## src/rtl/hsp_pkg.sv

```systemverilog
package hsp_pkg;

    localparam int SYNC_STAGES = 2;

    typedef enum logic [2:0] {
        TX_IDLE,
        TX_SETUP,
        TX_STROBE,
        TX_HOLD,
        TX_RELEASE,
        TX_GAP
    } tx_state_e;

    typedef enum logic [1:0] {
        RX_READY,
        RX_ACK,
        RX_GAP
    } rx_state_e;

    typedef struct packed {
        logic dav_n;
        logic rdy;
    } hs_lines_t;

    function automatic int max3(input int a, input int b, input int c);
        int m;
        m = (a > b) ? a : b;
        return (m > c) ? m : c;
    endfunction

    function automatic int cbits(input int m);
        int r;
        r = 1;
        while ((1 << r) <= m) r++;
        return r;
    endfunction

endpackage

```

## src/rtl/hsp_sync.sv

```systemverilog
module hsp_sync #(
    parameter int W = 1,
    parameter int STAGES = 2,
    parameter logic [W-1:0] RST_VAL = '0
) (
    input  logic         clk,
    input  logic         rst,
    input  logic [W-1:0] d,
    output logic [W-1:0] q
);
    logic [W-1:0] stage [STAGES];

    always_ff @(posedge clk) begin
        if (rst) begin
            for (int i = 0; i < STAGES; i++) stage[i] <= RST_VAL;
        end else begin
            stage[0] <= d;
            for (int i = 1; i < STAGES; i++) stage[i] <= stage[i-1];
        end
    end

    assign q = stage[STAGES-1];
endmodule

```

## src/rtl/hsp_tx.sv

```systemverilog
module hsp_tx #(
    parameter int DW = 8,
    parameter int SETUP_CYC = 2,
    parameter int DAV_MIN_CYC = 3,
    parameter int GAP_CYC = 2,
    parameter int CW = 2
) (
    input  logic          clk,
    input  logic          rst,
    input  logic          en,
    input  logic          wr_en,
    input  logic [DW-1:0] wr_data,
    input  logic          rdy_s,
    output logic          busy,
    output logic [DW-1:0] data_out,
    output logic          dav_n
);
    hsp_pkg::tx_state_e st;
    logic [CW-1:0]      cnt;
    logic [DW-1:0]      dq;

    always_ff @(posedge clk) begin
        if (rst || !en) begin
            st  <= hsp_pkg::TX_IDLE;
            cnt <= '0;
        end else begin
            case (st)
                hsp_pkg::TX_IDLE: if (wr_en) begin
                    st  <= hsp_pkg::TX_SETUP;
                    cnt <= CW'(SETUP_CYC - 1);
                end
                hsp_pkg::TX_SETUP: begin
                    if (cnt != '0) cnt <= cnt - CW'(1);
                    else if (rdy_s) st <= hsp_pkg::TX_STROBE;
                end
                hsp_pkg::TX_STROBE: if (!rdy_s) begin
                    st  <= hsp_pkg::TX_HOLD;
                    cnt <= CW'(DAV_MIN_CYC - 1);
                end
                hsp_pkg::TX_HOLD: begin
                    if (cnt != '0) cnt <= cnt - CW'(1);
                    else st <= hsp_pkg::TX_RELEASE;
                end
                hsp_pkg::TX_RELEASE: if (rdy_s) begin
                    st  <= hsp_pkg::TX_GAP;
                    cnt <= CW'(GAP_CYC - 1);
                end
                hsp_pkg::TX_GAP: begin
                    if (cnt != '0) cnt <= cnt - CW'(1);
                    else st <= hsp_pkg::TX_IDLE;
                end
                default: st <= hsp_pkg::TX_IDLE;
            endcase
        end
    end

    // Byte register loads only from idle, so a busy port keeps its byte.
    always_ff @(posedge clk) begin
        if (rst) dq <= '0;
        else if (en && st == hsp_pkg::TX_IDLE && wr_en) dq <= wr_data;
    end

    assign busy     = (st != hsp_pkg::TX_IDLE);
    assign dav_n    = !(st == hsp_pkg::TX_STROBE || st == hsp_pkg::TX_HOLD);
    assign data_out = dq;
endmodule

```

## src/rtl/hsp_rx.sv

```systemverilog
module hsp_rx #(
    parameter int DW = 8,
    parameter int GAP_CYC = 2,
    parameter int CW = 2
) (
    input  logic          clk,
    input  logic          rst,
    input  logic          en,
    input  logic          dav_s_n,
    input  logic [DW-1:0] data_in,
    output logic [DW-1:0] rd_data,
    output logic          rd_valid,
    output logic          rdy
);
    hsp_pkg::rx_state_e st;
    logic [CW-1:0]      cnt;

    always_ff @(posedge clk) begin
        if (rst || !en) begin
            st       <= hsp_pkg::RX_READY;
            cnt      <= '0;
            rd_valid <= 1'b0;
        end else begin
            rd_valid <= 1'b0;
            case (st)
                hsp_pkg::RX_READY: if (!dav_s_n) begin
                    st       <= hsp_pkg::RX_ACK;
                    rd_valid <= 1'b1;
                end
                hsp_pkg::RX_ACK: if (dav_s_n) begin
                    st  <= hsp_pkg::RX_GAP;
                    cnt <= CW'(GAP_CYC - 1);
                end
                hsp_pkg::RX_GAP: begin
                    if (cnt != '0) cnt <= cnt - CW'(1);
                    else st <= hsp_pkg::RX_READY;
                end
                default: st <= hsp_pkg::RX_READY;
            endcase
        end
    end

    always_ff @(posedge clk) begin
        if (rst) rd_data <= '0;
        else if (en && st == hsp_pkg::RX_READY && !dav_s_n) rd_data <= data_in;
    end

    assign rdy = (st == hsp_pkg::RX_READY);
endmodule

```

## src/rtl/strobe_port.sv

```systemverilog
module strobe_port #(
    parameter int DW = 8,
    parameter int SETUP_CYC = 2,
    parameter int DAV_MIN_CYC = 3,
    parameter int GAP_CYC = 2
) (
    input  logic          clk,
    input  logic          rst,
    input  logic          mode_out,
    input  logic          wr_en,
    input  logic [DW-1:0] wr_data,
    output logic          busy,
    output logic [DW-1:0] rd_data,
    output logic          rd_valid,
    input  logic [DW-1:0] pin_data_in,
    output logic [DW-1:0] pin_data_out,
    output logic          pin_data_oe,
    input  logic          dav_n_in,
    output logic          dav_n_out,
    output logic          dav_oe,
    input  logic          rdy_in,
    output logic          rdy_out,
    output logic          rdy_oe
);
    localparam int CNT_MAX = hsp_pkg::max3(SETUP_CYC, DAV_MIN_CYC, GAP_CYC);
    localparam int CW      = hsp_pkg::cbits(CNT_MAX);

    hsp_pkg::hs_lines_t raw_lines, sync_lines;

    assign raw_lines.dav_n = dav_n_in;
    assign raw_lines.rdy   = rdy_in;

    hsp_sync #(
        .W      ($bits(hsp_pkg::hs_lines_t)),
        .STAGES (hsp_pkg::SYNC_STAGES),
        .RST_VAL(2'b11)
    ) u_sync (
        .clk(clk),
        .rst(rst),
        .d  (raw_lines),
        .q  (sync_lines)
    );

    hsp_tx #(
        .DW(DW), .SETUP_CYC(SETUP_CYC), .DAV_MIN_CYC(DAV_MIN_CYC),
        .GAP_CYC(GAP_CYC), .CW(CW)
    ) u_tx (
        .clk     (clk),
        .rst     (rst),
        .en      (mode_out),
        .wr_en   (wr_en),
        .wr_data (wr_data),
        .rdy_s   (sync_lines.rdy),
        .busy    (busy),
        .data_out(pin_data_out),
        .dav_n   (dav_n_out)
    );

    hsp_rx #(
        .DW(DW), .GAP_CYC(GAP_CYC), .CW(CW)
    ) u_rx (
        .clk     (clk),
        .rst     (rst),
        .en      (!mode_out),
        .dav_s_n (sync_lines.dav_n),
        .data_in (pin_data_in),
        .rd_data (rd_data),
        .rd_valid(rd_valid),
        .rdy     (rdy_out)
    );

    assign pin_data_oe = mode_out;
    assign dav_oe      = mode_out;
    assign rdy_oe      = !mode_out;
endmodule

```

## config.mk

```make
export PLATFORM = sky130hd
export DESIGN_NAME = strobe_port
export DESIGN_NICKNAME = d
export VERILOG_FILES = /design/src/rtl/hsp_pkg.sv /design/src/rtl/hsp_sync.sv /design/src/rtl/hsp_tx.sv /design/src/rtl/hsp_rx.sv /design/src/rtl/strobe_port.sv
export SDC_FILE = /design/constraint.sdc
export NUM_CORES = 1
export LEC_CHECK = 0
export ABC_AREA = 1
export CAP_MARGIN = 20
export CORE_MARGIN = 4
export CORE_UTILIZATION = 47
export CTS_BUF_LIST = sky130_fd_sc_hd__clkbuf_16
export CTS_CLUSTER_DIAMETER = 80
export DETAILED_ROUTE_END_ITERATION = 6
export GPL_ROUTABILITY_DRIVEN = 0
export PLACE_DENSITY = 0.86
export RECOVER_POWER = 50
export SLEW_MARGIN = 20
export SYNTH_ARGS = -nofsm -noshare
export SYNTH_HDL_FRONTEND = slang
export SYNTH_SLANG_ARGS = --single-unit
```

## constraint.sdc

```tcl
create_clock -name clk -period 2 [get_ports clk]
set_input_delay 0.2 -clock clk [delete_from_list [all_inputs] [get_ports clk]]
set_output_delay 0.2 -clock clk [all_outputs]
set_load 0.03 [all_outputs]
```

* Word-level counts from Yosys, hierarchy flattened
Memories as Yosys holds them, arrays and structs flattened. Index checks and enable logic that the tools add are counted.
Storage, ports and cells: register bits 26, memory bits (writable) 4, bits of input ports 22, output and inout port bits 23, logic and storage cells 81, memories 1
Operators by class: add/sub/neg operators 2, equal/unequal tests 19, multiplexer cells 26, bitwise logic cells 3, reduce and logical (&&, ||, !) cells 23
Memories:
- u_sync.stage | depth 2, bits a word 2, read ports 2, clocked after memory_dff 0, wr ports 2, RTL line hsp_sync.sv:11 | logic [W-1:0] stage [STAGES];
Operator list (count):
- two-way mux 2 bit | 11
- two-way mux 3 bit | 7
- inequality test 2 bit (second input constant) | 10
- one-hot mux 3 bit (6 select lines) | 1
- one-hot mux 2 bit (4 select lines) | 1
- AND reduction 7 bit | 1
- equality test 3 x 2 -> 1 bit (second input constant) | 2
- equality test 3 bit (second input constant) | 2
- one-hot mux 2 bit (3 select lines) | 1
- AND reduction 3 bit | 2
- nonzero test 2 bit | 3
- AND reduction 5 bit | 1
- logical AND 1 bit | 4
- two-way mux 1 bit | 4
- inequality test 2 x 1 -> 1 bit (second input constant) | 2
- one-hot mux 2 bit (2 select lines) | 1
- nonzero test 4 bit | 1
- subtractor 2 x 1 -> 2 bit (second input constant) | 2
- equality test 3 x 1 -> 1 bit (second input constant) | 1
- zero test 1 bit | 3
- zero test 3 bit | 1
- logical OR 1 bit | 3
- nonzero test 3 bit | 1
- OR reduction 3 bit | 1
- other kinds (6) | 7

* Depth between registers and ports, before layout
Gate-level depths: netlist of run 1.
depth in word-level cells 4, gate-level depth with buffers 8, gate-level depth less buffers 8

* Hierarchy
From an unflattened synthesis of run 1, not the netlist that was laid out.
Second synthesis, totals: cells, all modules 185, area, all modules 1350.0 um^2
By module, submodules not included:
- hsp_tx | instances 1, cells each 99, area each 668.1 um^2, seq. area each 260.2 um^2
- hsp_rx | instances 1, cells each 68, area each 531.8 um^2, seq. area each 260.2 um^2
- hsp_sync | instances 1, cells each 15, area each 131.4 um^2, seq. area each 80.1 um^2
- strobe_port | instances 1, cells each 3, area each 18.8 um^2, seq. area each 0.0 um^2

* Worst setup path before layout of run 1
No wires, ideal clock.
path kind reg-to-reg, start point reg u_tx.st[0], end point reg u_tx.dq[4], in the netlist u_tx.data_out[4], setup time 116 ps, arrival time 1005 ps, data required time 1884 ps, slack 879 ps, stages on the path, launching flop included 6, path buffers 1, clock period less this slack 1121 ps, cells stage by stage dfxtp_1 -> nor2_4 -> nand4_4 -> buf_6 -> o21ai_1 -> a21oi_1
On the way: longest elaborated chain between the ends 3
Ends and longest elaborated chain:
- start: declaration | RTL line hsp_tx.sv:18 | hsp_pkg::tx_state_e st;
- start signal: assignment | RTL line hsp_tx.sv:24 | st <= hsp_pkg::TX_IDLE;
- start signal: assignment | RTL line hsp_tx.sv:29 | st <= hsp_pkg::TX_SETUP;
- start signal: assignment | RTL line hsp_tx.sv:34 | else if (rdy_s) st <= hsp_pkg::TX_STROBE;
- zero test 3 bit | RTL line hsp_tx.sv:60 | else if (en && st == hsp_pkg::TX_IDLE && wr_en) dq <= wr_data;
- logical AND 1 bit (2 in a row) | RTL line hsp_tx.sv:60
- end signal: assignment | RTL line hsp_tx.sv:60
- end: declaration | RTL line hsp_tx.sv:20 | logic [DW-1:0] dq;
Every way passes these cells. A chain may end at the register's enable or synchronous reset.

* Final worst setup path of run 1
start point in mode_out, end point out rdy_oe
On the way: longest elaborated chain between the ends 1
Ends and longest elaborated chain:
- start: declaration | RTL line strobe_port.sv:9 | input logic mode_out,
- zero test 1 bit | RTL line strobe_port.sv:74 | assign rdy_oe = !mode_out;
- end: declaration | RTL line strobe_port.sv:23 | output logic rdy_oe
Every way passes these cells.

==> results of run 1 <==
state kept, by name, summed over array words and instances, names as in the netlist:
register / cells
u_sync.stage: 4
u_tx.data_out: 8
u_rx.rd_data: 8
u_rx.rd_valid: 1
u_rx.st: 2
u_tx.st: 3
u_tx.cnt: 2
u_rx.cnt: 2
power by group:
part	total, mW	switching (mW)	internal [mW]
clock	0.679	0.234	0.445
combinational	0.327	0.187	0.141
sequential	0.658	0.0243	0.634
total	1.66	0.445	1.22
path summary, 6_finish.rpt:
| kind | end | startpoint | slack, ns | depth (start not counted) |
|---|---|---|---|---|
| max | rdy_oe | mode_out | 0.15 | 3 |
| min | u_sync.stage[0][3]$_SDFF_PP1_ | u_sync.stage[0][1]$_SDFF_PP1_ | 0.41 | 1 |
| max reg2reg | u_tx.data_out[1]$_SDFFE_PP0P_ | u_tx.st[0]$_SDFFE_PP0P_ | 0.70 | 4 |
| min reg2reg | u_sync.stage[0][3]$_SDFF_PP1_ | u_sync.stage[0][1]$_SDFF_PP1_ | 0.41 | 1 |
synth_stat cells (all sizes together):
| library cell | count | share of area [%] |
|---|---|---|
| a21oi | 10 | 3.8 |
| buf | 3 | 2.0 |
| clkbuf | 1 | 0.29 |
| dfxtp | 30 | 46 |
| ha | 2 | 1.9 |
| inv | 32 | 9.2 |
| nand2 | 21 | 6.0 |
| nand3 | 10 | 5.0 |
| nand3b | 1 | 0.58 |
| nand4 | 1 | 1.6 |
| nor2 | 38 | 12 |
| nor3 | 3 | 1.2 |
| o21ai | 20 | 8.0 |
| o31ai | 1 | 0.58 |
| or2 | 4 | 1.9 |
metal layers:
layer | vias up | wire length (um)
li1 | 644 | -
met1 | 546 | 1226
met2 | 47 | 1499
met3 | 7 | 271
met4 | 0 | 43
met5 | - | 0
kinds of logic (layout without fill, tap and decap cells):
family | Yosys count | after routing
and+or+nand+nor | 78 | 78
buffers and inverters | 36 | 84
AOI/OAI and AO/OA | 31 | 31
DFF | 30 | 30
adders and majority gates | 2 | 2
metrics by stage:
step           setup slack [ns]  cells  hold slack (ns)
2_1_floorplan            0.8788    177           0.2724
3_3_place_gp             0.2573    247           0.3961
3_5_place_dp             0.2586    247           0.3991
4_1_cts                  0.1955    255           0.4145
5_1_grt                 0.08701    255           0.4265
6_report                 0.1488    255           0.4099
final cells by class:
type,instances,area (um^2)
clock buffer,5,125.1
clock inverter,3,11.26
fill,194,678.2
inverter,32,120.1
multi-input combinational,111,554.3
sequential,30,600.6
tap,30,37.54
timing repair buffer,44,440.4
==> run_results.csv, run 1 <==
group,metric,value,unit
global_routing,grt_pass1_wl,5.078,mm
synthesis,synth_compound_area_share,12.37,%
synthesis,syn_inst,177,
timing,fin_tns_setup,0,ns
critical_path,cp.arrival,1.65,ns
synthesis,synthMuxAreaShare,0,%
cts,cts_root_buffer,"clkbuf_16",
die,die_h,60.70,um
die,die_area,3684,um^2
die,coreArea,2567,um^2
cells_and_area,num_antenna_cells,0,
die,start_util,50.83,%
cells_and_area,final_util,73.59,%
cells_and_area,mostFrequentLayoutCell,"clkdlybuf4s50_1",
timing,period_share,92.56,%
synthesis,avgSynthCellArea,7.373,um^2
synthesis,synth_top_family_by_area,"simple AND/OR/NAND/NOR gates",
cts,cts_setup_buffers,0,
timing,tightest_slew,0.4142,ns
global_routing,grt_util_met1,19.95,%
critical_path,crit_chain,"dlygate4sd3_1, inv_1, clkdlybuf4s50_1",
global_routing,overflow,0,
global_routing,grt_max_degree,17,
global_routing,grtUsageMet2,30.99,%
cts,cts_tree,"yes",
power_and_ir_drop,peakVddDrop,0.8694,mV
synthesis,synth_seq_area_share,46.02,%
power_and_ir_drop,powerDensity,881.2,nW/um^2
route,vias,1244,
global_routing,antenna_found_initial,0,
critical_path,path_max_fanout,5,
die,dieWidth,60.70,um
cells_and_area,most-common-layout-cells,"clkdlybuf4s50_1 (38), nor2_1 (35), dfxtp_1 (30)",
global_routing,grt_util_all_layers,18.82,%
cts,cts_sinks,30,
route,drtIter0Drc,31,
timing,final.min_clock_period,1.851,ns
global_routing,busiest_layer,"met2",
die,placementRows,18,
timing,rsz0062_at_grt,"false",
critical_path,slowest_stage,"clkdlybuf4s50_1",
synthesis,ys_types,22,
power_and_ir_drop,p_total,1.665,mW
cts,clk_path_buf_depth,2,
synthesis,synth_xor_area_share,0,%
critical_path,required,1.80,ns
cells_and_area,nNetsFinal,248,
critical_path,path_buf_inv,3,
flow_run,drv_cap,0,
cts,post_cts_resized,0,
route,wl,3.040,mm
timing,finalHoldViolCount,0,
cts,insertion_delay,0.27,ns
placed_design,numPortBuffers,44,
global_routing,grt_use_met3,9.362,%
timing,relSlewSlack,72.35,%
die,io_pins,45,
power_and_ir_drop,cellLeakagePower,0.8277,nW
critical_path,cp-end-kind,"primary output",
cts,cts_made_buffers,5,
critical_path,startpoint_type,"input port",
critical_path,crit_family,"buffers and inverters",
route,wl_per_cell,11.92,um
timing,drv_slew,0,
synthesis,synth_area,1305,um^2
synthesis,yosys_warnings,0,
critical_path,max_stage_delay,0.70,ns
timing,worst_clock_skew,0.004921,ns
route,drcViolationCount,0,
route,routed_via_density,4.878,
cells_and_area,drive_gt1_share,8.889,%
cts,path_clk_slew,0.05,ns
critical_path,worstSetupPathType,"in -> out",
global_routing,grt_pass1_vias,1207,
cells_and_area,syn2layout_area_growth,44.77,%
synthesis,synth.net_count,201,
route,first_pass_iters,4,
route,final_antenna_net_count,0,
cells_and_area,fin_area,1889,um^2
worst_hold_path,hp-class,"reg -> reg",
placed_design,dpl_cell_area,1753,um^2
timing,max_freq,0.5402,GHz
synthesis,synthSimpleGateAreaFrac,28.19,%
placed_design,post-dp-hpwl,2.135,mm
synthesis,synth_fa_ha_area_share,1.918,%
cts,cts_max_level,2,
outcome,status,"finished clean",
cts,postCtsHoldBufs,0,
synthesis,synth-seq-cells,30,
timing,setup-violations-final,0,
Power figures use the tool's default switching activity.
==> run 2: changes to the inputs <==
--- a/config.mk
+++ b/config.mk
@@ -8,14 +8,15 @@
 export ABC_AREA = 1
 export CAP_MARGIN = 20
 export CORE_MARGIN = 4
-export CORE_UTILIZATION = 47
+export CORE_UTILIZATION = 48
 export CTS_BUF_LIST = sky130_fd_sc_hd__clkbuf_16
-export CTS_CLUSTER_DIAMETER = 80
 export DETAILED_ROUTE_END_ITERATION = 6
 export GPL_ROUTABILITY_DRIVEN = 0
 export PLACE_DENSITY = 0.86
 export RECOVER_POWER = 50
+export SKIP_CTS_REPAIR_TIMING = 1
 export SLEW_MARGIN = 20
 export SYNTH_ARGS = -nofsm -noshare
 export SYNTH_HDL_FRONTEND = slang
+export SYNTH_HIERARCHICAL = 1
 export SYNTH_SLANG_ARGS = --single-unit
==> run_results.csv, run 2 <==
group,metric,value,unit
outcome,status,"finished clean",
timing,relSlewSlack,60.01,%
placed_design,dp_slack,0.3216,ns
cts,cts_root_buffer,"clkbuf_16",
synthesis,avgSynthCellArea,7.298,um^2
die,dieWidth,61.04,um
worst_hold_path,worstHoldStart,"u_sync/stage[0][1]$_SDFF_PP1_",
die,start_util,52.58,%
die,io_pins,45,
critical_path,crit_family,"buffers and inverters",
timing,period_share,90.41,%
timing,finalHoldViolCount,0,
flow_run,drv_cap,0,
cells_and_area,syn2layout_area_growth,39.67,%
critical_path,path_max_fanout,9,
global_routing,grt_max_degree,17,
synthesis,post-synth-top-count-cell,"nand2_1",
timing,final.min_clock_period,1.808,ns
cts,cts_sinks,30,
power_and_ir_drop,powerDensity,836.4,nW/um^2
critical_path,cp-end-kind,"primary output",
placed_design,dpl_cell_area,1779,um^2
synthesis,synth_top_area_share,44.49,%
synthesis,synth_flop_cell,"dfxtp_1",
route,drtIter0Drc,50,
global_routing,grt_pass1_wl,4.698,mm
cts,clk_path_buf_depth,2,
power_and_ir_drop,peakVddDrop,0.8302,mV
timing,rsz0062_at_grt,"false",
global_routing,grt_util_all_layers,17.43,%
timing,max_freq,0.5530,GHz
placed_design,numPortBuffers,44,
power_and_ir_drop,cellLeakagePower,0.8212,nW
cells_and_area,mostFrequentLayoutCell,"clkdlybuf4s50_1",
timing,worst_clock_skew,0.003265,ns
synthesis,synth-seq-cells,30,
route,routed_via_density,4.842,
synthesis,synth_area,1350,um^2
route,drcViolationCount,0,
timing,setup_ws,0.1917,ns
cells_and_area,drive_gt1_share,5.652,%
timing,drv_slew,0,
synthesis,synth_top_area_cell,"dfxtp_1",
timing,tightest_slew,0.5977,ns
global_routing,overflow,0,
die,die_area,3725,um^2
route,wl,3.044,mm
synthesis,synth_seq_area_share,44.49,%
synthesis,synth.net_count,209,
critical_path,worstSetupPathType,"reg -> out",
global_routing,grt_pass1_vias,1152,
critical_path,r2r_cells,4,
power_and_ir_drop,p_total,1.577,mW
critical_path,reg2reg_slack,0.32,ns
timing,setup-violations-final,0,
timing,fin_tns_setup,0,ns
critical_path,path_buf_inv,2,
route,final_antenna_net_count,0,
cts,cts_made_buffers,5,
die,die_h,61.04,um
synthesis,yosys_warnings,6,
worst_hold_path,hold_depth,2,
cts,insertion_delay,0.27,ns
cells_and_area,n_fill_cell,206,
die,coreArea,2567,um^2
worst_hold_path,hp-class,"reg -> reg",
route,wl_per_cell,11.71,um
placed_design,placedCellCount,252,
cts,path_clk_slew,0.05,ns
worst_hold_path,holdPathEnd,"u_sync/stage[0][3]$_SDFF_PP1_",
synthesis,syn_inst,185,
critical_path,crit_chain,"nor3_1, inv_1, clkdlybuf4s50_1",
synthesis,synth_edf_count,0,
critical_path,slowest_stage,"clkdlybuf4s50_1",
cells_and_area,num_antenna_cells,0,
critical_path,required,1.80,ns
critical_path,startpoint_type,"flop",
cts,cts_max_level,2,
die,placementRows,18,
critical_path,r2r-start,"u_tx/st[1]$_SDFFE_PP0P_",
route,first_pass_iters,4,
global_routing,antenna_found_initial,0,
placed_design,post-dp-hpwl,2.155,mm
critical_path,cp.arrival,1.61,ns
critical_path,r2r_end,"u_tx/data_out[2]$_SDFFE_PP0P_",
synthesis,async_reset_ff_share,0,%
critical_path,max_stage_delay,0.60,ns
cells_and_area,most-common-layout-cells,"clkdlybuf4s50_1 (43), nand2_1 (35), inv_1 (32)",
synthesis,synth.cells.most_frequent,"nand2_1 (33), inv_1 (31), dfxtp_1 (30)",
synthesis,synth_area_leaders,"dfxtp_1 (44%), nand2_1 (9.2%), inv_1 (8.6%)",
cells_and_area,fin_area,1886,um^2
cells_and_area,nNetsFinal,253,
cells_and_area,final_cells,260,
synthesis,ys_types,21,
cts,cts_tree,"yes",
route,vias,1259,
-- run 2: cell type report --
class,instances,area [um^2],share of cell area (%)
Clock buffer,5,125.1,6.636
Sequential cell,30,600.6,31.85
Tap cell,30,37.54,1.991
Multi-Input combinational cell,113,535.5,28.40
Clock inverter,3,11.26,0.5972
Timing Repair Buffer,45,447.9,23.76
Inverter,34,127.6,6.768
-- run 2: kinds of logic (layout without fill, tap and decap cells) --
family,after synthesis,after routing,synth area share (%)
AOI/OAI and AO/OA,34,34,12.79
adders and majority gates,2,2,1.853
DFF,30,30,44.49
and+or+nand+nor,77,77,27.25
buffers and inverters,42,87,13.62
-- run 2: how the worst max path moves through the flow --
stage | startpoint | endpoint | slack, ns | cells past startpoint
floorplan | u_tx/st[1]$_SDFFE_PP0P_ | u_tx/data_out[5]$_SDFFE_PP0P_ | 0.83 | 6
global placement | mode_out | rdy_oe | 0.33 | 3
detailed placement | mode_out | rdy_oe | 0.32 | 3
CTS | u_tx/st[1]$_SDFFE_PP0P_ | busy | 0.20 | 3
global route | mode_out | u_rx/rd_data[5]$_SDFFE_PP0P_ | 0.10 | 7
finish | u_tx/st[1]$_SDFFE_PP0P_ | busy | 0.19 | 3
-- run 2: metrics by stage --
stage               hold WS, ns  utilization [%]
global route             0.4474            73.44
detailed placement       0.3977            69.30
CTS                      0.4084            74.61
global placement         0.3924            69.30
finish                   0.4093            73.44
floorplan                0.2918                -
-- run 2: routing by layer --
layer | wire [um] | global-route usage (%) | part of all wire, %
met4 | 73 | 10.22 | 2.4
met2 | 1584 | 30.97 | 52
met3 | 163 | 4.612 | 5.4
met5 | 0 | 0 | 0
met1 | 1223 | 18.34 | 40
-- run 2: tightest hold or removal path: stages (launching register included) --
cell and delay (ns):
dfxtp_1 0.30, inv_1 0.03, nand2_1 0.05
-- run 2: where the power goes --
part	switching, mW	internal, mW	leakage [nW]
combinational	0.141	0.110	0.510
clock	0.236	0.445	0.0663
sequential	0.0172	0.627	0.245
total	0.394	1.18	0.821
